### src/rtl/size_attr_pkg.sv
package size_attr_pkg;

  // Log2 size that marks a 16-bit default operand size.
  localparam int unsigned LOG_HALFWORD = 1;

  // ModRM field positions (fixed by the byte format).
  localparam int unsigned MOD_HI = 7;
  localparam int unsigned MOD_LO = 6;
  localparam int unsigned RM_HI  = 2;
  localparam int unsigned RM_LO  = 0;

  localparam int unsigned DISP_W = 2;

  typedef enum logic [DISP_W-1:0] {
    DISP_NONE = 2'd0,
    DISP_BYTE = 2'd1,
    DISP_WORD = 2'd2
  } disp16_e;

  // Displacement length implied by a ModRM byte under 16-bit addressing.
  function automatic disp16_e disp16_of(input logic [7:0] mrm);
    logic [1:0] md;
    logic [2:0] rm;
    md = mrm[MOD_HI:MOD_LO];
    rm = mrm[RM_HI:RM_LO];
    case (md)
      2'd0:    return (rm == 3'd6) ? DISP_WORD : DISP_NONE;
      2'd1:    return DISP_BYTE;
      2'd2:    return DISP_WORD;
      default: return DISP_NONE;
    endcase
  endfunction

endpackage

### src/rtl/size_sel.sv
module size_sel #(
  parameter int unsigned LOG_W     = 2,
  parameter int unsigned BYTES_W   = 4,
  parameter bit          HAS_FORCE = 1'b0,
  parameter int unsigned FORCE_LOG = 3
) (
  input  logic [LOG_W-1:0]   def_log,
  input  logic [LOG_W-1:0]   alt_log,
  input  logic               ovr,
  input  logic               force_wide,
  output logic [BYTES_W-1:0] bytes,
  output logic               use_alt,
  output logic               forced
);

  localparam logic [LOG_W-1:0] FORCE_SEL = LOG_W'(FORCE_LOG);

  function automatic logic [BYTES_W-1:0] pow2(input logic [LOG_W-1:0] l);
    return BYTES_W'(1) << l;
  endfunction

  logic [LOG_W-1:0] log_sel;

  always_comb begin
    forced  = HAS_FORCE & force_wide;
    use_alt = ovr & ~forced;
    if (forced)       log_sel = FORCE_SEL;
    else if (use_alt) log_sel = alt_log;
    else              log_sel = def_log;
    bytes = pow2(log_sel);
  end

endmodule

### src/rtl/disp_dec.sv
module disp_dec
  import size_attr_pkg::*;
#(
  parameter int unsigned LOG_W = 2
) (
  input  logic [LOG_W-1:0]  def_op_log,
  input  logic [7:0]        modrm,
  output logic [DISP_W-1:0] disp,
  output logic              rule32,
  output logic              mode16
);

  localparam logic [LOG_W-1:0] HALF = LOG_W'(LOG_HALFWORD);

  always_comb begin
    mode16 = (def_op_log == HALF);
    rule32 = ~mode16;
    disp   = mode16 ? disp16_of(modrm) : DISP_NONE;
  end

endmodule

### src/rtl/attr_pipe.sv
module attr_pipe #(
  parameter int unsigned W          = 8,
  parameter bit          RESET_DATA = 1'b1
) (
  input  logic         clk,
  input  logic         rst_n,
  input  logic         load,
  input  logic [W-1:0] d,
  output logic [W-1:0] q,
  output logic         vout
);

  always_ff @(posedge clk) begin
    if (!rst_n) vout <= 1'b0;
    else        vout <= load;
  end

  generate
    if (RESET_DATA) begin : g_rst
      always_ff @(posedge clk) begin
        if (!rst_n)    q <= '0;
        else if (load) q <= d;
      end
    end else begin : g_norst
      always_ff @(posedge clk) begin
        if (load) q <= d;
      end
    end
  endgenerate

endmodule

### src/rtl/insn_size_resolver.sv
module insn_size_resolver
  import size_attr_pkg::*;
#(
  parameter int unsigned LOG_W    = 2,
  parameter int unsigned WIDE_LOG = 3
) (
  input  logic                clk,
  input  logic                rst_n,
  input  logic                in_valid,
  input  logic [LOG_W-1:0]    def_op_log,
  input  logic [LOG_W-1:0]    alt_op_log,
  input  logic [LOG_W-1:0]    def_addr_log,
  input  logic [LOG_W-1:0]    alt_addr_log,
  input  logic [LOG_W-1:0]    stack_log,
  input  logic                rex_w,
  input  logic                op_ovr,
  input  logic                addr_ovr,
  input  logic [7:0]          modrm,
  output logic                out_valid,
  output logic [(1<<LOG_W)-1:0] op_bytes,
  output logic [(1<<LOG_W)-1:0] addr_bytes,
  output logic [(1<<LOG_W)-1:0] stack_bytes,
  output logic [1:0]          disp_bytes,
  output logic                modrm32_rules
);

  localparam int unsigned BYTES_W = 1 << LOG_W;
  localparam int unsigned PACK_W  = 3*BYTES_W + DISP_W + 1;

  // Named internal events, visible to the checker.
  logic               load_en;
  logic               op_use_alt, op_forced;
  logic               addr_use_alt, addr_forced;
  logic               stk_use_alt, stk_forced;
  logic               mode16;
  logic [BYTES_W-1:0] op_nx, addr_nx, stk_nx;
  logic [DISP_W-1:0]  disp_nx;
  logic               rule32_nx;
  logic [PACK_W-1:0]  pack_d, pack_q;

  assign load_en = in_valid;

  size_sel #(.LOG_W(LOG_W), .BYTES_W(BYTES_W), .HAS_FORCE(1'b1), .FORCE_LOG(WIDE_LOG)) u_op (
    .def_log(def_op_log), .alt_log(alt_op_log), .ovr(op_ovr), .force_wide(rex_w),
    .bytes(op_nx), .use_alt(op_use_alt), .forced(op_forced));

  size_sel #(.LOG_W(LOG_W), .BYTES_W(BYTES_W), .HAS_FORCE(1'b0), .FORCE_LOG(WIDE_LOG)) u_addr (
    .def_log(def_addr_log), .alt_log(alt_addr_log), .ovr(addr_ovr), .force_wide(1'b0),
    .bytes(addr_nx), .use_alt(addr_use_alt), .forced(addr_forced));

  size_sel #(.LOG_W(LOG_W), .BYTES_W(BYTES_W), .HAS_FORCE(1'b0), .FORCE_LOG(WIDE_LOG)) u_stk (
    .def_log(stack_log), .alt_log(stack_log), .ovr(1'b0), .force_wide(1'b0),
    .bytes(stk_nx), .use_alt(stk_use_alt), .forced(stk_forced));

  disp_dec #(.LOG_W(LOG_W)) u_disp (
    .def_op_log(def_op_log), .modrm(modrm),
    .disp(disp_nx), .rule32(rule32_nx), .mode16(mode16));

  assign pack_d = {op_nx, addr_nx, stk_nx, disp_nx, rule32_nx};

  attr_pipe #(.W(PACK_W), .RESET_DATA(1'b1)) u_pipe (
    .clk(clk), .rst_n(rst_n), .load(load_en), .d(pack_d), .q(pack_q), .vout(out_valid));

  assign {op_bytes, addr_bytes, stack_bytes, disp_bytes, modrm32_rules} = pack_q;

endmodule

### config.mk
export PLATFORM = sky130hd
export DESIGN_NAME = insn_size_resolver
export DESIGN_NICKNAME = d
export VERILOG_FILES = /design/src/rtl/size_attr_pkg.sv /design/src/rtl/size_sel.sv /design/src/rtl/disp_dec.sv /design/src/rtl/attr_pipe.sv /design/src/rtl/insn_size_resolver.sv
export SDC_FILE = /design/constraint.sdc
export NUM_CORES = 1
export LEC_CHECK = 0
export BUFFER_PORTS_ARGS = -buffer_cell sky130_fd_sc_hd__buf_2
export CORE_MARGIN = 5
export CORE_UTILIZATION = 45
export CTS_CLUSTER_SIZE = 14
export DETAILED_ROUTE_END_ITERATION = 8
export GPL_ROUTABILITY_DRIVEN = 0
export PLACE_DENSITY = 0.84
export SKIP_LAST_GASP = 1
export SYNTH_ARGS = -nofsm -noshare
export SYNTH_HDL_FRONTEND = slang
export SYNTH_SLANG_ARGS = --single-unit
### constraint.sdc
create_clock -name clk -period 1.5 [get_ports clk]
set_input_delay 0.075 -clock clk [delete_from_list [all_inputs] [get_ports clk]]
set_output_delay 0.075 -clock clk [all_outputs]
set_load 0.05 [all_outputs]
Word-level counts from Yosys, hierarchy flattened. Index checks and enable logic that the tools add are counted.

Register bits: 16. Input port bits: 24. Output and inout port bits: 16.

Equal/unequal tests: 4. Shifts and indexed selects: 3. Muxes and demuxes: 6. Bitwise operators: 3. Reduce and logical (&&, ||, !) cells: 1.

Operator list (number): $shl A1 B2 Y4 const A (3); $mux W2 (5); $pmux W2 S3 (1); $eq A2 B1 Y1 const B (2); $eq A3 B3 Y1 const B (1); $eq A2 B2 Y1 const B (1); $logic_not A2 Y1 (1); $not A1 Y1 (2); $and A1 B1 Y1 (1).

Depth between registers and ports, before layout. Gate-level depths: netlist (run 1).

Word-level depth: 5. Mapped depth: 4. Gate-level depth less buffers: 4.

Hierarchy. From an unflattened synthesis (run 1), not the netlist that was laid out.

Cell total of the unflattened synthesis: 99. Area, all modules: 932.1 sq um.

Modules (own cells, without submodules): attr_pipe (instances 1, cells each 50, area an instance 606.8 sq um, sequential area each 320.3 sq um); size_sel at u_addr ... (instances 2, cells each 14, area an instance 81.3 sq um, sequential area each 0.0 sq um); size_sel at u_op (instances 1, cells each 14, area an instance 92.6 sq um, sequential area each 0.0 sq um); disp_dec (instances 1, cells each 6, area an instance 66.3 sq um, sequential area each 0.0 sq um); insn_size_resolver (instances 1, cells each 1, area an instance 3.8 sq um, sequential area each 0.0 sq um).

Worst setup path before layout (run 1). OpenSTA, ideal clock, no wires.

Kind: reg2reg. From: register, netlist name u_pipe.q[4]. To: register u_pipe.q[4]. Library setup time: 0.060 ns. Arrival: 0.934 ns. Data required time: 1.440 ns. Path slack: 0.506 ns. Cell stages (with the launch flop): 4. Period minus slack after synthesis: 0.994 ns. Cells stage by stage: dfxtp_1 inv_1 o22ai_1 and2_1.

RTL lines: end signal: assignment (line attr_pipe.sv:21) `if (!rst_n) q <= '0;`; end signal: assignment (line attr_pipe.sv:22) `else if (load) q <= d;`; end: declaration (line attr_pipe.sv:9) `output logic [W-1:0] q,`.

Worst setup path after layout (run 1).
From: register u_pipe.q[0]. To: output modrm32_rules.

RTL lines: end: declaration (line insn_size_resolver.sv:24) `output logic modrm32_rules`.

No word-level cell between the ends.

==> results.md, run 1 <==
* LEAKAGE at 0.4648 nW
* Starting Density at 46.81%
* Critical-path top delay cell: dfxtp_1
* TritonCTS clock tree: built
* Drt first pass iters at 2
* Clk_skew at 0 ns
* Post-synthesis cell area at 696.9 sq um
* Post-Route M1 WL at 652 microns
* Net Count, Synth at 95
* Synthesized instance count at 71
* Slew @ Worst Pin at 0.3046 ns
* WP data arrival at 0.88 ns
* Sequential area share after synthesis at 45.96%
* Dpl hpwl at 1193 microns
* Drt drc at 0
* Netlist cell types at 24
* Total Wirelength at 1544 microns
* DRT iter0 DRCs at 8
* Most common cell in the netlist: dfxtp_1
* Vias/cell at 5.000
* Post-CTS setup buffers at 0
* CTS-repair resized insts at 0
* Area growth from synthesis to layout at 32.14%
* H-tree depth at 1
* Top layer used by detailed routing: met4
* Area share of the largest cell type after synthesis at 45.96%
* DRT antenna net count at 0
* CP top delay family: flip-flops
* Reg clk slew, reported paths at 0.09 ns
* CP Class: register to primary output
* Yosys reg bits at 16
* Die W at 49.36 microns
* Slowest stage delay, CP at 0.34 ns
* CORE AREA at 1489 sq um
* Max cap viols at 0
* Number of port buffers at 36
* First-pass GRT wire length at 2684 microns
* Critical path endpoint category: primary output
* Total gr overflow at 0
* Synthesized area per cell at 9.816 sq um
* TritonCTS buffer count at 3
* Number of global-route vias before repair at 637
* Vias at 620
* Finished Core Util at 61.85%
* Wire per inst at 12.45 microns
* Max FO, Critical Path at 2
* Rows at 14
* Top cells by count, synth: dfxtp_1 (16), nand3b_1 (10), nand2_1 (7)
* DIE AREA at 2436 sq um
* Unrepaired setup endpoints after global routing: false
* Share of layout cells above drive strength 1 at 39.81%
* Req. time, crit path at 1.42 ns
* Synth Warn # at 0
* ANT cells at 0
* Critical-path cell list: buf_2
* Largest net degree at the start of global routing at 25
* Final period util at 63.91%
* Area contributors post-synth: dfxtp_1 (46%), nand3b_1 (11%), mux2i_1 (4.3%), mux2_4 (4.3%), nand2_1 (3.8%)
* Max Slew Vio Count at 0
* Clock buffer depth at 2
* EDFF count, synth at 0
* Die Y at 49.36 microns
* Final Cell Area at 920.9 sq um
* CTS root buf: clkbuf_4
* Outcome: finished, final reports clean
* Setup Viol. Count Final at 0
* Fin. Hold Viols at 0
* Final #Nets at 133
* Max_slew headroom at 79.11%
* Final setup TNS at 0 ns
* Max frequency at 1043 MHz
* Top_reg_cell synth: dfxtp_1
* Hold_buf cts at 0
* I/O pins at 40
* Final min period at 0.9586 ns
* Peak VDD IR at 0.0005368 V
* Worst-Skew Late Latency at 0.27 ns
* Fillcell total at 134
* Initial antenna violation count at 0
* Placed instance area at 884.6 sq um
* Wire length on met2 at 764 microns
* Startpoint Class: register
* HP Class: input pin to register
* Pwr per Cell Area at 982.5 nW/um^2
* # clock sinks at 16
* FFs w/ async S/R, synth at 0%
* Critical path buffers and inverters at 1
* GR Util All Layers at 13.52%
* Cell taking the most area after synthesis: dfxtp_1
* Met3 Wirelength at 104 microns
==> power breakdown <==
part | leakage, nW | total, mW | internal [mW] | switching (mW)
clock | 0.0210 | 0.274 | 0.147 | 0.126
sequential | 0.131 | 0.450 | 0.443 | 0.00769
combinational | 0.313 | 0.181 | 0.0625 | 0.118
==> metal layers <==
layer | GRT usage [%] | vias to the layer above
met5 | 0 | -
met4 | 6.726 | 0
met3 | 2.752 | 2
met2 | 22.75 | 20
met1 | 15.93 | 271
li1 | - | 327
==> flip-flops by register name, summed over array words and instances, names as in the netlist <==
register     count
u_pipe.q        15
u_pipe.vout      1
==> placed cells by master (no fill, tap or decap), drive strengths merged <==
cell type / n
a21boi: 3
a21oi: 2
a31oi: 1
and2: 1
and4bb: 1
buf: 36
clkbuf: 4
dfxtp: 16
inv: 3
mux2: 2
mux2i: 3
nand2: 7
nand2b: 3
nand3: 2
nand3b: 10
nand4b: 2
nor2: 1
nor2b: 3
o211a: 1
o21a: 1
o21ai: 2
o22ai: 1
o31ai: 2
o41ai: 1
==> worst paths after layout <==
check                                          startpoint                   endpoint  slack (ns)  cells past startpoint
worst max register to register  u_pipe.q[13]$_SDFFE_PN0P_  u_pipe.q[13]$_SDFFE_PN0P_        0.78                      2
worst min register to register   u_pipe.q[7]$_SDFFE_PN0P_   u_pipe.q[7]$_SDFFE_PN0P_        0.47                      2
worst max-delay path             u_pipe.q[0]$_SDFFE_PN0P_              modrm32_rules        0.54                      1
worst min-delay path                                rex_w  u_pipe.q[12]$_SDFFE_PN0P_        0.04                      2
==> metrics by stage <==
stage / worst slack (ns) / hold slack, ns / cells / power [mW]
floorplan: 0.5059 / 0.1753 / 71 / 0.5811
global placement: 0.4929 / 0.3220 / 120 / 0.6368
detailed placement: 0.4363 / 0.3265 / 120 / 0.6412
CTS: 0.5278 / 0.02736 / 124 / 0.9139
global route: 0.4861 / 0.02390 / 124 / 0.9522
finish: 0.5414 / 0.04015 / 124 / 0.9048
==> cell families after synthesis <==
logic type | Yosys count | synth area share (%)
AOI/OAI and AO/OA | 14 | 14.90
and+or+nand+nor | 30 | 27.11
muxes | 5 | 8.618
DFF | 16 | 45.96
buffers and inverters | 6 | 3.411
==> cell type report <==
type                       count  area [sq um]  share of cell area [%]
sequential                    16         320.3                   34.78
inverter                       3         11.26                   1.223
clock buffer                   4         36.28                   3.940
multi-input combinational     49         352.8                   38.32
tap                           16         20.02                   2.174
timing repair buffer          36         180.2                   19.57
No activity file was read; power rests on OpenSTA's default activity.
==> inputs of run 2 (changes only) <==
ABC_AREA = 1   (was unset)
CORE_UTILIZATION = 42   (was 45)
PLACE_DENSITY = 0.78   (was 0.84)
clock period = 0.97 ns   (was 1.5 ns; I/O delays follow)
==> run 2 against run 1 <==
  * Critical path depth is the same
  * Worst hold slack lost 0.0060 ns
  * Combinational power grew 61%
  * Non-clock buffer count is the same
  * Worst setup slack lost 0.51 ns
  * Cell area grew 2.4%
  * Via count grew 13%
  * Clock power grew 60%
  * Sequential power grew 55%
  * Critical path type unchanged
  * Critical endpoint unchanged
  * Largest cell class unchanged
  * Highest routed layer unchanged
==> results.md, run 2 <==
* Pwr per Cell Area at 1513 nW/um^2
* Req. time, crit path at 0.92 ns
* GR Util All Layers at 12.64%
* Max_slew headroom at 83.30%
* Reg clk slew, reported paths at 0.09 ns
* Outcome: finished, final reports clean
* Clk_skew at 0 ns
* Rows at 15
* Max frequency at 1066 MHz
* Die W at 51.35 microns
* Critical path buffers and inverters at 1
* Area contributors post-synth: dfxtp_1 (45%), nand2_1 (21%), nand3_1 (5.6%), o21ai_0 (4.9%), inv_1 (3.7%)
* Fin. Hold Viols at 0
* Biggest register: u_pipe.q
* Synthesized instance count at 98
* Critical-path top delay cell: dfxtp_1
* ANT cells at 0
* H-tree depth at 1
* Top_reg_cell synth: dfxtp_1
* DIE AREA at 2637 sq um
* Pre-CTS setup slack at 0.2032 ns
* Cell taking the most area after synthesis: dfxtp_1
* LEAKAGE at 0.5173 nW
* Most common cell in the netlist: nand2_1
* # clock sinks at 16
* Vias at 703
* Final setup TNS at 0 ns
* Top layer used by detailed routing: met4
* Area share of the largest cell type after synthesis at 44.60%
* Dpl hpwl at 1252 microns
* Worst-Skew Late Latency at 0.29 ns
* First-pass GRT wire length at 2525 microns
* Number of global-route vias before repair at 634
* Area growth from synthesis to layout at 31.36%
* CP top delay family: flip-flops
* Drt first pass iters at 3
* Max reg flops at 15
* Post-CTS setup buffers at 0
* Critical path endpoint category: primary output
* Final period util at 96.69%
* Slew @ Worst Pin at 0.2479 ns
* Initial antenna violation count at 0
* Total gr overflow at 0
* I/O pins at 40
* CORE AREA at 1670 sq um
* Vias/cell at 4.625
* Sequential Area at 320.3 sq um
* TritonCTS buffer count at 3
* Fillcell total at 161
* Net Count, Synth at 122
* Synth Warn # at 0
* Setup Viol. Count Final at 0
* Critical-path cell list: buf_2
* Final #Nets at 160
* Fin cells at 152
* DP Cell Count at 148
* Most frequent cells in the layout: nand2_1 (40), buf_2 (29), dfxtp_1 (16)
* CTS root buf: clkbuf_4
* Unrepaired setup endpoints after global routing: false
* Slowest stage delay, CP at 0.34 ns
* Share of layout cells above drive strength 1 at 37.04%
* Max FO, Critical Path at 2
* HP Class: input pin to register
* WP data arrival at 0.89 ns
* DRT antenna net count at 0
* Top cells by count, synth: nand2_1 (40), dfxtp_1 (16), nand3_1 (8), inv_1 (7), o21ai_0 (7)
* Clock buffer depth at 2
* Post-Route M1 WL at 669 microns
* Wire length on met2 at 751 microns
* Die Y at 51.35 microns
* Worst setup margin at 0.03211 ns
* Placed instance area at 889.6 sq um
* Max Slew Vio Count at 0
* Final Cell Area at 943.4 sq um
* Yosys reg bits at 16
* DRT iter0 DRCs at 16
* Post-synthesis cell area at 718.2 sq um
* Largest regs: u_pipe.q: 15 flops, u_pipe.vout: 1 flops
* Total Wirelength at 1522 microns
* Max cap viols at 0
* Commonest non-fill, non-tap cell in the layout: nand2_1
* Drt drc at 0
* Synthesized area per cell at 7.328 sq um
* Peak VDD IR at 0.001141 V
* Area occupied by multi-input gates at 327.8 sq um
* Largest net degree at the start of global routing at 15
* Startpoint Class: register
* Starting Density at 43.00%
* Met3 Wirelength at 84 microns
* Wire per inst at 10.01 microns
* Number of port buffers at 36
* CP Class: register to primary output
* TritonCTS clock tree: built
* FFs w/ async S/R, synth at 0%
* Post-route total power at 1.427 mW
* Sequential area share after synthesis at 44.60%
* EDFF count, synth at 0
* Final min period at 0.9379 ns
* Netlist cell types at 17
-- run 2: cell types whose count changed in the layout (fill, tap and decap cells not counted), moves of 4 or more --
cell	delta
buf_2	-7
clkbuf_4	+7
nand2_1	+33
nand3b_1	-9
inv_1	+4
nand3_1	+6
o21ai_0	+5
-- run 2: routing by layer --
metal / track usage [%] / vias up
met5: 0 / -
met4: 2.620 / 0
met3: 5.831 / 2
met2: 20.39 / 18
met1: 15.41 / 301
li1: - / 382
-- run 2: timing repair --
item,4_1_cts,5_1_grt
endpoints found under the setup margin,0,7
resized for setup,0,7
hold buffers,0,0
-- run 2: logic make-up (layout without fill, tap and decap cells) --
| family | Yosys count | count (layout) | share of synthesized area (%) |
|---|---|---|---|
| simple gates | 57 | 57 | 35.71 |
| compound gates | 12 | 12 | 9.929 |
| buf+inv | 13 | 50 | 9.758 |
| flops | 16 | 16 | 44.60 |
-- run 2: cell type report --
| class | instances | share of cell area (%) |
|---|---|---|
| Clock buffer | 4 | 3.846 |
| Multi-Input combinational cell | 69 | 34.75 |
| Inverter | 10 | 4.244 |
| Sequential cell | 16 | 33.95 |
| Timing Repair Buffer | 36 | 20.95 |
| Tap cell | 17 | 2.255 |
-- run 2: path summary, 6_finish.rpt --
check	from	end	slack, ns	cells past startpoint
worst min-delay path	stack_log[1]	u_pipe.q[5]$_SDFFE_PN0P_	0.03	3
worst min register to register	u_pipe.q[14]$_SDFFE_PN0P_	u_pipe.q[14]$_SDFFE_PN0P_	0.45	2
worst max register to register	u_pipe.q[0]$_SDFFE_PN0P_	u_pipe.q[0]$_SDFFE_PN0P_	0.35	2
worst max-delay path	u_pipe.q[0]$_SDFFE_PN0P_	modrm32_rules	0.03	1
-- run 2: report_power, final --
part           total (mW)  internal [mW]  switching [mW]  leakage, nW
Sequential          0.696          0.684          0.0117        0.131
Clock               0.439          0.229           0.210       0.0210
Combinational       0.292         0.0923           0.200        0.366
-- run 2: stage by stage --
stage                     util, %  hold slack (ns)
after floorplan                 -           0.2182
after global placement      53.26           0.3440
after detailed placement    53.26           0.3448
after CTS                   55.43          0.03368
after global routing        56.48          0.05410
final                       56.48          0.03414
==> inputs of run 3 (changes only) <==
ABC_AREA = unset   (was 1)
CORE_ASPECT_RATIO = 1.1   (was unset)
CORE_UTILIZATION = 41   (was 42)
==> run 3 against run 2 <==
  * Worst hold slack gained 0.034 ns
  * Flip-flop and latch count stayed put
  * Count of clock-buffer cells in the layout did not move
  * Clock power decreased by 4%
  * Largest power group unchanged
  * Global-route usage is 0.21 points lower
  * Via count down 8.4%
  * Total power shrank 0.93%
==> results.md, run 3 (synthesis gave the netlist of run 1 again) <==
* Post-CTS setup buffers at 0
* Final setup TNS at 0 ns
* FF-to-FF Start: u_pipe.q[13]$_SDFFE_PN0P_
* Setup Viol. Count Final at 0
* Worst-Skew Late Latency at 0.27 ns
* Die W at 49.31 microns
* Max FO, Critical Path at 2
* Die Y at 53.24 microns
* Commonest non-fill, non-tap cell in the layout: buf_2
* Sequential share of power at 49.2%
* Reg2reg setup slack at 0.26 ns
* P_sw at 0.3916 mW
* Final min period at 0.9186 ns
* Share of layout cells above drive strength 1 at 41.44%
* CP Class: register to primary output
* Fin. Hold Viols at 0
* Max_slew headroom at 80.86%
* WP data arrival at 0.87 ns
* Max Slew Vio Count at 0
* Biggest register: u_pipe.q
* Critical-path cell list: buf_2
* Final #Nets at 136
* Gate power share at 20.8%
* Critical path buffers and inverters at 1
* Peak VDD IR at 0.001192 V
* Max reg flops at 15
* Number of global-route vias before repair at 618
* ANT cells at 0
* Number of port buffers at 36
* TritonCTS clock tree: built
* Drt drc at 0
* LEAKAGE at 0.4749 nW
* Vias at 644
* Outcome: finished, final reports clean
* Max frequency at 1089 MHz
* Reg2reg path depth at 2
* Switching Share at 27.69%
* DRT iter0 DRCs at 4
* Slowest stage delay, CP at 0.34 ns
* Drt first pass iters at 4
* Pwr per Cell Area at 1460 nW/um^2
* Req. time, crit path at 0.92 ns
* FF-to-FF End: u_pipe.q[13]$_SDFFE_PN0P_
* WP depth at 1
* Internal at 1.023 mW
* GR Util All Layers at 12.43%
* CORE AREA at 1595 sq um
* Fillcell total at 148
* H-tree depth at 1
* Reg clk slew, reported paths at 0.09 ns
* Slew @ Worst Pin at 0.2791 ns
* I/O pins at 40
* Dpl hpwl at 1228 microns
* Critical path endpoint category: primary output
* Pre-CTS setup slack at 0.01997 ns
* Wire per inst at 11.94 microns
* Rows at 15
* # clock sinks at 16
* Largest net degree at the start of global routing at 17
* Total Wirelength at 1528 microns
* Area growth from synthesis to layout at 38.96%
* Clk pwr share at 29.9%
* Critical-path top delay cell: dfxtp_1
* Initial antenna violation count at 0
* Starting Density at 43.69%
* Startpoint Class: register
* Total gr overflow at 0
* Largest regs: u_pipe.q: 15 flops, u_pipe.vout: 1 flops
* Most frequent cells in the layout: buf_2 (28), dfxtp_1 (15), clkbuf_4 (11)
* First-pass GRT wire length at 2615 microns
* TritonCTS buffer count at 3
* CTS root buf: clkbuf_4
* Max cap viols at 0
* CP top delay family: flip-flops
* Unrepaired setup endpoints after global routing: false
* HP Class: input pin to register
* Critical Path End: addr_bytes[0]
* Vias/cell at 5.031
* Clk_skew at 0 ns
* Worst setup margin at 0.05136 ns
* Final period util at 94.71%
* Crit path launch: u_pipe.q[7]$_SDFFE_PN0P_
* DRT antenna net count at 0
* DIE AREA at 2625 sq um
* Clock buffer depth at 2
-- run 3: how the worst min path moves through the flow --
| stage | slack, ns | end | cells after the start | from |
|---|---|---|---|---|
| final | 0.07 | u_pipe.q[1]$_SDFFE_PN0P_ | 3 | modrm[6] |
| after global routing | 0.08 | u_pipe.q[5]$_SDFFE_PN0P_ | 3 | stack_log[1] |
| after CTS | 0.002 | u_pipe.q[12]$_SDFFE_PN0P_ | 2 | rex_w |
| after detailed placement | 0.30 | u_pipe.q[12]$_SDFFE_PN0P_ | 2 | rex_w |
| after global placement | 0.30 | u_pipe.q[11]$_SDFFE_PN0P_ | 2 | rex_w |
| after floorplan | 0.15 | u_pipe.q[11]$_SDFFE_PN0P_ | 1 | rex_w |
-- run 3: layout make-up --
| type | count | area (sq um) | area share, % |
|---|---|---|---|
| multi-input cells | 49 | 352.8 | 36.43 |
| repair buffers | 39 | 225.2 | 23.26 |
| clock buffers | 4 | 36.28 | 3.747 |
| flip-flops and latches | 16 | 321.6 | 33.20 |
| well taps | 17 | 21.27 | 2.196 |
| inverters | 3 | 11.26 | 1.163 |
-- run 3: through the flow --
| stage | hold WS, ns | power (mW) | cells | utilization, % | cell area, sq um |
|---|---|---|---|---|---|
| after floorplan | 0.1488 | 0.8990 | 71 | - | 698.2 |
| after global placement | 0.2982 | 0.9943 | 123 | 56.55 | 902.1 |
| after detailed placement | 0.2977 | 0.9988 | 123 | 56.55 | 902.1 |
| after CTS | 0.001778 | 1.421 | 127 | 58.82 | 938.4 |
| after global routing | 0.08279 | 1.497 | 128 | 60.71 | 968.4 |
| final | 0.06802 | 1.414 | 128 | 60.71 | 968.4 |
-- run 3: repair_timing --
action                     4_1_cts  5_1_grt
gates resized for setup          0        8
hold buffers                     0        1
setup endpoints to repair        0        8
hold endpoints to repair         0        2
-- run 3: power by group through the flow --
stage	Combinational, mW	Clock [mW]	Sequential [mW]
6_report	0.295	0.423	0.696
2_1_floorplan	0.0896	0	0.809
4_1_cts	0.288	0.436	0.696
5_1_grt	0.317	0.478	0.701
3_3_place_gp	0.283	0	0.711
3_5_place_dp	0.287	0	0.712
-- run 3: routing by layer --
layer	GRT usage, %	vias up	routed length, microns
li1	-	336	-
met1	16.16	280	715
met2	19.74	26	644
met3	5.070	2	155
met4	1.345	0	12
met5	0	-	0
-- run 3: worst min-delay path, stage by stage --
cell and delay (ns):
buf_2 0.10, nand4b_1 0.07, a21boi_0 0.07
